File: src/rtl/bank_pc_ctrl.sv
module bank_pc_ctrl #(
  parameter int ADDR_W = 12,
  parameter logic [ADDR_W-1:0] EXT_VEC = 3,
  parameter logic [ADDR_W-1:0] TMR_VEC = 7
) (
  input  logic              clk,
  input  logic              rst_n,
  input  logic              inc_i,
  input  logic              jump_i,
  input  logic [ADDR_W-2:0] jump_tgt_i,
  input  logic              ret_i,
  input  logic              ret_irq_i,
  input  logic [ADDR_W-1:0] ret_addr_i,
  input  logic              bank_wr_i,
  input  logic              bank_val_i,
  input  logic              irq_req_i,
  input  logic              irq_timer_i,
  output logic [ADDR_W-1:0] pc_o,
  output logic              in_service_o,
  output logic              push_o,
  output logic [ADDR_W-1:0] push_addr_o
);
  localparam int LOW_W = ADDR_W - 1;

  logic [ADDR_W-1:0] pc_q;
  logic              bank_q, isr_q, pend_ext_q, pend_tmr_q;
  logic              take, take_ext;

  assign take     = (pend_ext_q | pend_tmr_q) & ~isr_q & ~ret_i & ~jump_i;
  assign take_ext = pend_ext_q;

  assign pc_o         = pc_q;
  assign in_service_o = isr_q;
  assign push_o       = take;
  assign push_addr_o  = pc_q;

  always_ff @(posedge clk or negedge rst_n) begin
    if (!rst_n) begin
      pc_q <= '0;
    end else if (ret_i) begin
      pc_q <= ret_addr_i;
    end else if (jump_i) begin
      pc_q <= {bank_q & ~isr_q, jump_tgt_i};
    end else if (take) begin
      pc_q <= take_ext ? EXT_VEC : TMR_VEC;
    end else if (inc_i) begin
      pc_q <= {pc_q[ADDR_W-1], pc_q[LOW_W-1:0] + {{(LOW_W-1){1'b0}}, 1'b1}};
    end
  end

  always_ff @(posedge clk or negedge rst_n) begin
    if (!rst_n) begin
      isr_q <= 1'b0;
      bank_q <= 1'b0;
    end else begin
      if (ret_i && ret_irq_i) isr_q <= 1'b0;
      else if (take)          isr_q <= 1'b1;
      if (bank_wr_i) bank_q <= bank_val_i;
    end
  end

  always_ff @(posedge clk or negedge rst_n) begin
    if (!rst_n) begin
      pend_ext_q <= 1'b0;
      pend_tmr_q <= 1'b0;
    end else begin
      pend_ext_q <= (pend_ext_q & ~(take & take_ext)) | (irq_req_i & ~irq_timer_i);
      pend_tmr_q <= (pend_tmr_q & ~(take & ~take_ext)) | (irq_req_i & irq_timer_i);
    end
  end


  inc_keeps_bank_chk: assert property (@(posedge clk) disable iff (!rst_n)
    (inc_i && !jump_i && !ret_i && !take) |=>
      (pc_o[ADDR_W-1] == $past(pc_o[ADDR_W-1]) &&
       pc_o[LOW_W-1:0] == $past(pc_o[LOW_W-1:0]) + 1'b1));


  vector_exact_chk: assert property (@(posedge clk) disable iff (!rst_n)
    push_o |=> ((pc_o == EXT_VEC || pc_o == TMR_VEC) && in_service_o));


  isr_bank0_chk: assert property (@(posedge clk) disable iff (!rst_n)
    (in_service_o && jump_i && !ret_i) |=> !pc_o[ADDR_W-1]);


  no_nest_chk: assert property (@(posedge clk) disable iff (!rst_n)
    in_service_o |-> !push_o);


  reti_clears_chk: assert property (@(posedge clk) disable iff (!rst_n)
    (ret_i && ret_irq_i) |=> (!in_service_o && pc_o == $past(ret_addr_i)));
endmodule

File: config.mk
export PLATFORM = sky130hd
export DESIGN_NAME = bank_pc_ctrl
export DESIGN_NICKNAME = d
export VERILOG_FILES = /design/src/rtl/bank_pc_ctrl.sv
export SDC_FILE = /design/constraint.sdc
export NUM_CORES = 1
export LEC_CHECK = 0
export BUFFER_PORTS_ARGS = -buffer_cell sky130_fd_sc_hd__buf_2
export CORE_ASPECT_RATIO = 0.5
export CORE_UTILIZATION = 40
export DETAILED_ROUTE_END_ITERATION = 10
export GPL_ROUTABILITY_DRIVEN = 0
export PLACE_DENSITY_LB_ADDON = 0.1
export SLEW_MARGIN = 20
export SYNTH_ARGS = -nofsm -noshare
export SYNTH_HDL_FRONTEND = slang
export SYNTH_SLANG_ARGS = --single-unit
File: constraint.sdc
create_clock -name clk -period 1.5 [get_ports clk]
set_clock_uncertainty 0.05 [all_clocks]
set_input_delay 0.15 -clock clk [delete_from_list [all_inputs] [get_ports clk]]
set_output_delay 0.15 -clock clk [all_outputs]
set_load 0.005 [all_outputs]
-- Yosys cells after proc, flatten, opt, wreduce, memory -nomap -nowiden
Cells that the tools add are included.
- register bits: 16
- latch bits: 0
- RAM bits: 0
- memory bits (read-only): 0
- output and inout port bits: 26
- word-level logic and storage cells: 38
- memories kept: 0
- add/sub/neg operators: 1
- multipliers: 0
- divide/modulo/power cells: 0
- order comparisons: 0
- equality and inequality tests: 0
- shift operators: 0
- muxes and demuxes: 7
- bitwise logic cells: 20
- reduce and logical (&&, ||, !) cells: 4
- operators with widths (operator ; count):
    two-way mux 12 bit ; 3
    adder 11 x 1 -> 11 bit, second input constant ; 1
    two-way mux 11 bit ; 1
    AND 1 bit ; 10
    NOT 1 bit ; 7
    nonzero test 4 bit ; 1
    two-way mux 3 bit ; 1
    bitwise OR 1 bit ; 3
    nonzero test 3 bit ; 1
    two-way mux 1 bit ; 2
    nonzero test 2 bit ; 1
    logical AND 1 bit ; 1

-- Depth between registers and ports, before layout
- depth after elaboration: 8
- depth in mapped cells: 6
- depth with buffers taken out: 5

-- Least setup slack after synthesis
OpenSTA, ideal clock, no wires.
- path kind: register to register
- start: register pc_q[0], in the netlist pc_o[0]
- end: register pc_q[8], in the netlist pc_o[8]
- arrival time: 1.377 ns
- setup slack: -0.006 ns
- cell stages (with the launch flop): 6
- path through: dfrtp_1 -> ha_1 -> nand3_1 -> or3_1 -> a21oi_1 -> a2bb2oi_1
- word-level cells in the longest chain between the ends: 5
- RTL lines (item ; RTL line ; source):
    from (decl) ; 25 ; logic [ADDR_W-1:0] pc_q;
    from (signal assigned) ; 41 ; pc_q <= ret_addr_i;
    from (signal assigned) ; 43 ; pc_q <= {bank_q & ~isr_q, jump_tgt_i};
    from (signal assigned) ; 45 ; pc_q <= take_ext ? EXT_VEC : TMR_VEC;
    adder 11 x 1 -> 11 bit ; 47 ; pc_q <= {pc_q[ADDR_W-1], pc_q[LOW_W-1:0] + {{(LOW_W-1){1'b0}}, 1'b1}};
    two-way mux 11 bit ; 46 ; end else if (inc_i) begin
    two-way mux 12 bit ; 44 ; end else if (take) begin
    two-way mux 12 bit ; 42 ; end else if (jump_i) begin
    two-way mux 12 bit ; 40 ; end else if (ret_i) begin
Every way passes these cells. The select of a mux whose other input is x is not followed.
A chain may end at the register's enable or synchronous reset.

-- Final worst setup path
- start: register pc_q[1], in the netlist pc_o[1]
- end: register pc_q[8], in the netlist pc_o[8]
Same word-level chain as after synthesis.

==> results_dict.tcl <==
set metrics [dict create \
    worstHoldStart "irq_timer_i" \
    grt_remaining_overflow 0 \
    swShare 0.310 \
    combinationalPowerShare 0.334 \
    design.die.area_um2 3030 \
    drt-wirelength-per-cell_um 13.3 \
    timing.critical_path.slowest_stage_cell "sky130_fd_sc_hd__dfrtp_1" \
    yosysMostFrequentCell "sky130_fd_sc_hd__dfrtp_1" \
    crit_path_cell_trace "ha_4, nand3_2, or3_1, a21oi_1, a2bb2oi_1" \
    clk-insertion-delay-late_ns 0.25 \
    min_period_over_period 0.992 \
    first_pass_grt_wire_length_mm 4.52 \
    setup_violations 0 \
    power.switching_mw 0.442 \
    ys_dominant_reg_cell "sky130_fd_sc_hd__dfrtp_1" \
    max_freq_mhz 672 \
    layout.cell_area.non_filler_um2 1510 \
    placedInstanceArea_um2 1410 \
    wl_met3_um 206 \
    drive_gt1_frac 0.489 \
    synth_commonest_cells "sky130_fd_sc_hd__dfrtp_1, sky130_fd_sc_hd__buf_4, sky130_fd_sc_hd__nand2_1" \
    area_delta_synth_final_pct 34.8 \
    postLayoutSetupSlackWorst_ns 0.0127 \
    synth.net_count 158 \
    grt_usage 0.204 \
    ioPinCount 59 \
    cap_violations 0 \
    max_slew_margin 0.477 \
    min-delay-path-class "input port to flop" \
    totalWireLength_mm 2.92 \
    placement_rows 13 \
    yosysWarningCount 0 \
    instances_no_fill 219 \
    num_antenna_cells 0 \
    dp_cells 212 \
    pwr-share-seq 0.390 \
    drc 0 \
    postSynth.asyncResetShare 1.00 \
    worst-endpoint-required_ns 1.63 \
    syn_area_per_cell_um2 9.04 \
    number_of_global_route_vias_before_repair 959 \
    reg2reg_from "pc_o[1]" \
    nets 217 \
    cts_made_buffers 3 \
    die-height_um 39.4 \
    yosysSeqAreaShare 0.357 \
    place_ws_ns -0.0698 \
    final_antenna_net_count 0 \
    core_region_area_um2 2620 \
    vias 1136 \
    number_of_enable_flip_flop_cells_after_synthesis 0 \
    slew_violations 0 \
    io_buffers 58 \
    dr.pass1.iters 4 \
    die_x_um 76.9 \
    root_buffer "sky130_fd_sc_hd__clkbuf_8" \
    synthDominantAreaCellType "sky130_fd_sc_hd__dfrtp_1" \
    tritoncts_sink_count 16 \
    mappedNetlistArea_um2 1120 \
    synth.distinct_cells 39 \
    antenna_found_initial 0 \
    syn_inst 124 \
    wl_met1_mm 1.40 \
    post-synth-top-area-fraction 0.357 \
    initial_core_util 0.428 \
    met2WireLength_mm 1.28 \
    placed_wire_length_estimate_mm 2.27 \
    worst_setup_path_startpoint "pc_o[1]" \
    power.density_nw_per_um2 944 \
    final.min_clock_period_ns 1.49 \
    critical_path_class "flop to flop" \
    highest_layer "met4" \
    cp-start-kind "flop" \
    rsz0062_at_grt "yes" \
    final_hold_viol_count 0 \
    worst-endpoint-arrival_ns 1.62 \
    peakVddDrop_v 0.000441 \
    grt_start_max_net_pins 17 \
    clk_transition_reported_paths_ns 0.07 \
    static-leakage-power_nw 0.748 \
    detail_route.iter0.violations 32 \
    fin_tns_setup_ns 0 \
    internal_power_mw 0.985 \
    htree_levels 1 \
    synth_seq_cells 16 \
    netlist_top_cells_area "sky130_fd_sc_hd__dfrtp_1, sky130_fd_sc_hd__buf_4, sky130_fd_sc_hd__a2bb2oi_1" \
    timing.critical_path.slowest_cell_delay_ns 0.41 \
    design_power_total_mw 1.43 \
    tritoncts "done" \
    clock_power_share 0.275 \
    critical_path.max_fanout 4 \
    cts_buffer_depth 2 \
    cp-end-kind "flop" \
    vias_per_cell 5.19 \
    worst_slew_pin_slew_ns 0.782 \
    outcome "complete, no violations" \
]
path summary, 6_finish.rpt:
path / end / slack [ns] / cells after the start
max: pc_o[8] / 0.01 / 5
min: pend_ext_q / 0.04 / 2
max reg2reg: pc_o[8] / 0.01 / 5
min reg2reg: bank_q / 0.45 / 1
max in group asynchronous: pend_ext_q / 0.83 / 2
min in group asynchronous: pc_o[8] / 0.29 / 2
cell usage in the layout (no fill, tap or decap), types with 3 or more instances in the layout:
cell type	synthesis	layout
sky130_fd_sc_hd__a21oi_1	7	6
sky130_fd_sc_hd__a222oi_1	3	3
sky130_fd_sc_hd__a22oi_1	4	4
sky130_fd_sc_hd__a2bb2oi_1	5	5
sky130_fd_sc_hd__buf_2	2	58
sky130_fd_sc_hd__buf_4	12	13
sky130_fd_sc_hd__clkbuf_8	0	4
sky130_fd_sc_hd__dfrtp_1	16	16
sky130_fd_sc_hd__inv_1	7	7
sky130_fd_sc_hd__nand2_1	9	9
sky130_fd_sc_hd__nand3_1	7	6
sky130_fd_sc_hd__nor2_1	6	6
sky130_fd_sc_hd__o21ai_0	6	5
sky130_fd_sc_hd__o22ai_1	5	5
worst max-delay path, delay by kind of cell (launching register included):
family          cells  cell delay (ns)
simple gates        2             0.48
flops               1             0.41
compound gates      2             0.30
fa+ha+maj           1             0.17
kinds of logic after synthesis:
| group | Yosys count | share of synthesized area |
|---|---|---|
| DFF | 16 | 0.357 |
| adders and majority gates | 1 | 0.0112 |
| AOI/OAI and AO/OA | 44 | 0.301 |
| xor gates and xnor gates | 1 | 0.00781 |
| muxes | 1 | 0.0100 |
| and+or+nand+nor | 36 | 0.165 |
| buffers and inverters | 25 | 0.147 |
power by group through the flow:
stage	sequential, mW	combinational (mW)	clock (mW)
6_report	0.557	0.477	0.393
3_5_place_dp	0.563	0.454	0
4_1_cts	0.558	0.462	0.404
5_1_grt	0.566	0.527	0.428
3_3_place_gp	0.560	0.449	0
2_1_floorplan	0.573	0.272	0
through the flow:
step	utilization	hold slack (ns)
floorplan	-	-0.196
global placement	0.538	0.0474
detailed placement	0.538	0.0447
CTS	0.567	0.0338
global route	0.577	0.0350
finish	0.577	0.0418
what timing repair did:
action | CTS | global route
gates cloned | 0 | 0
endpoints found under the hold margin | 16 | 0
gates resized for setup | 2 | 5
pin swaps | 1 | 2
hold buffers | 1 | 0
endpoints found under the setup margin | 2 | 7
buffers inserted | 0 | 2
state kept, by name, summed over array words and instances, names as in the netlist:
register and flops:
pc_o 12, bank_q 1, pend_tmr_q 1, in_service_o 1, pend_ext_q 1
layout make-up:
class                   count  area [um^2]
inverters                   7         26.3
flip-flops and latches     16          400
fillers                   235         1110
multi-input cells          83          586
clock buffers               4         55.1
well taps                  37         46.3
repair buffers             72          398
per-layer routing:
metal,vias to the layer above,track usage
li1,569,-
met3,6,0.0558
met1,520,0.266
met2,41,0.328
met4,0,0.0817
met5,-,0
(Power assumes the default switching activity.)
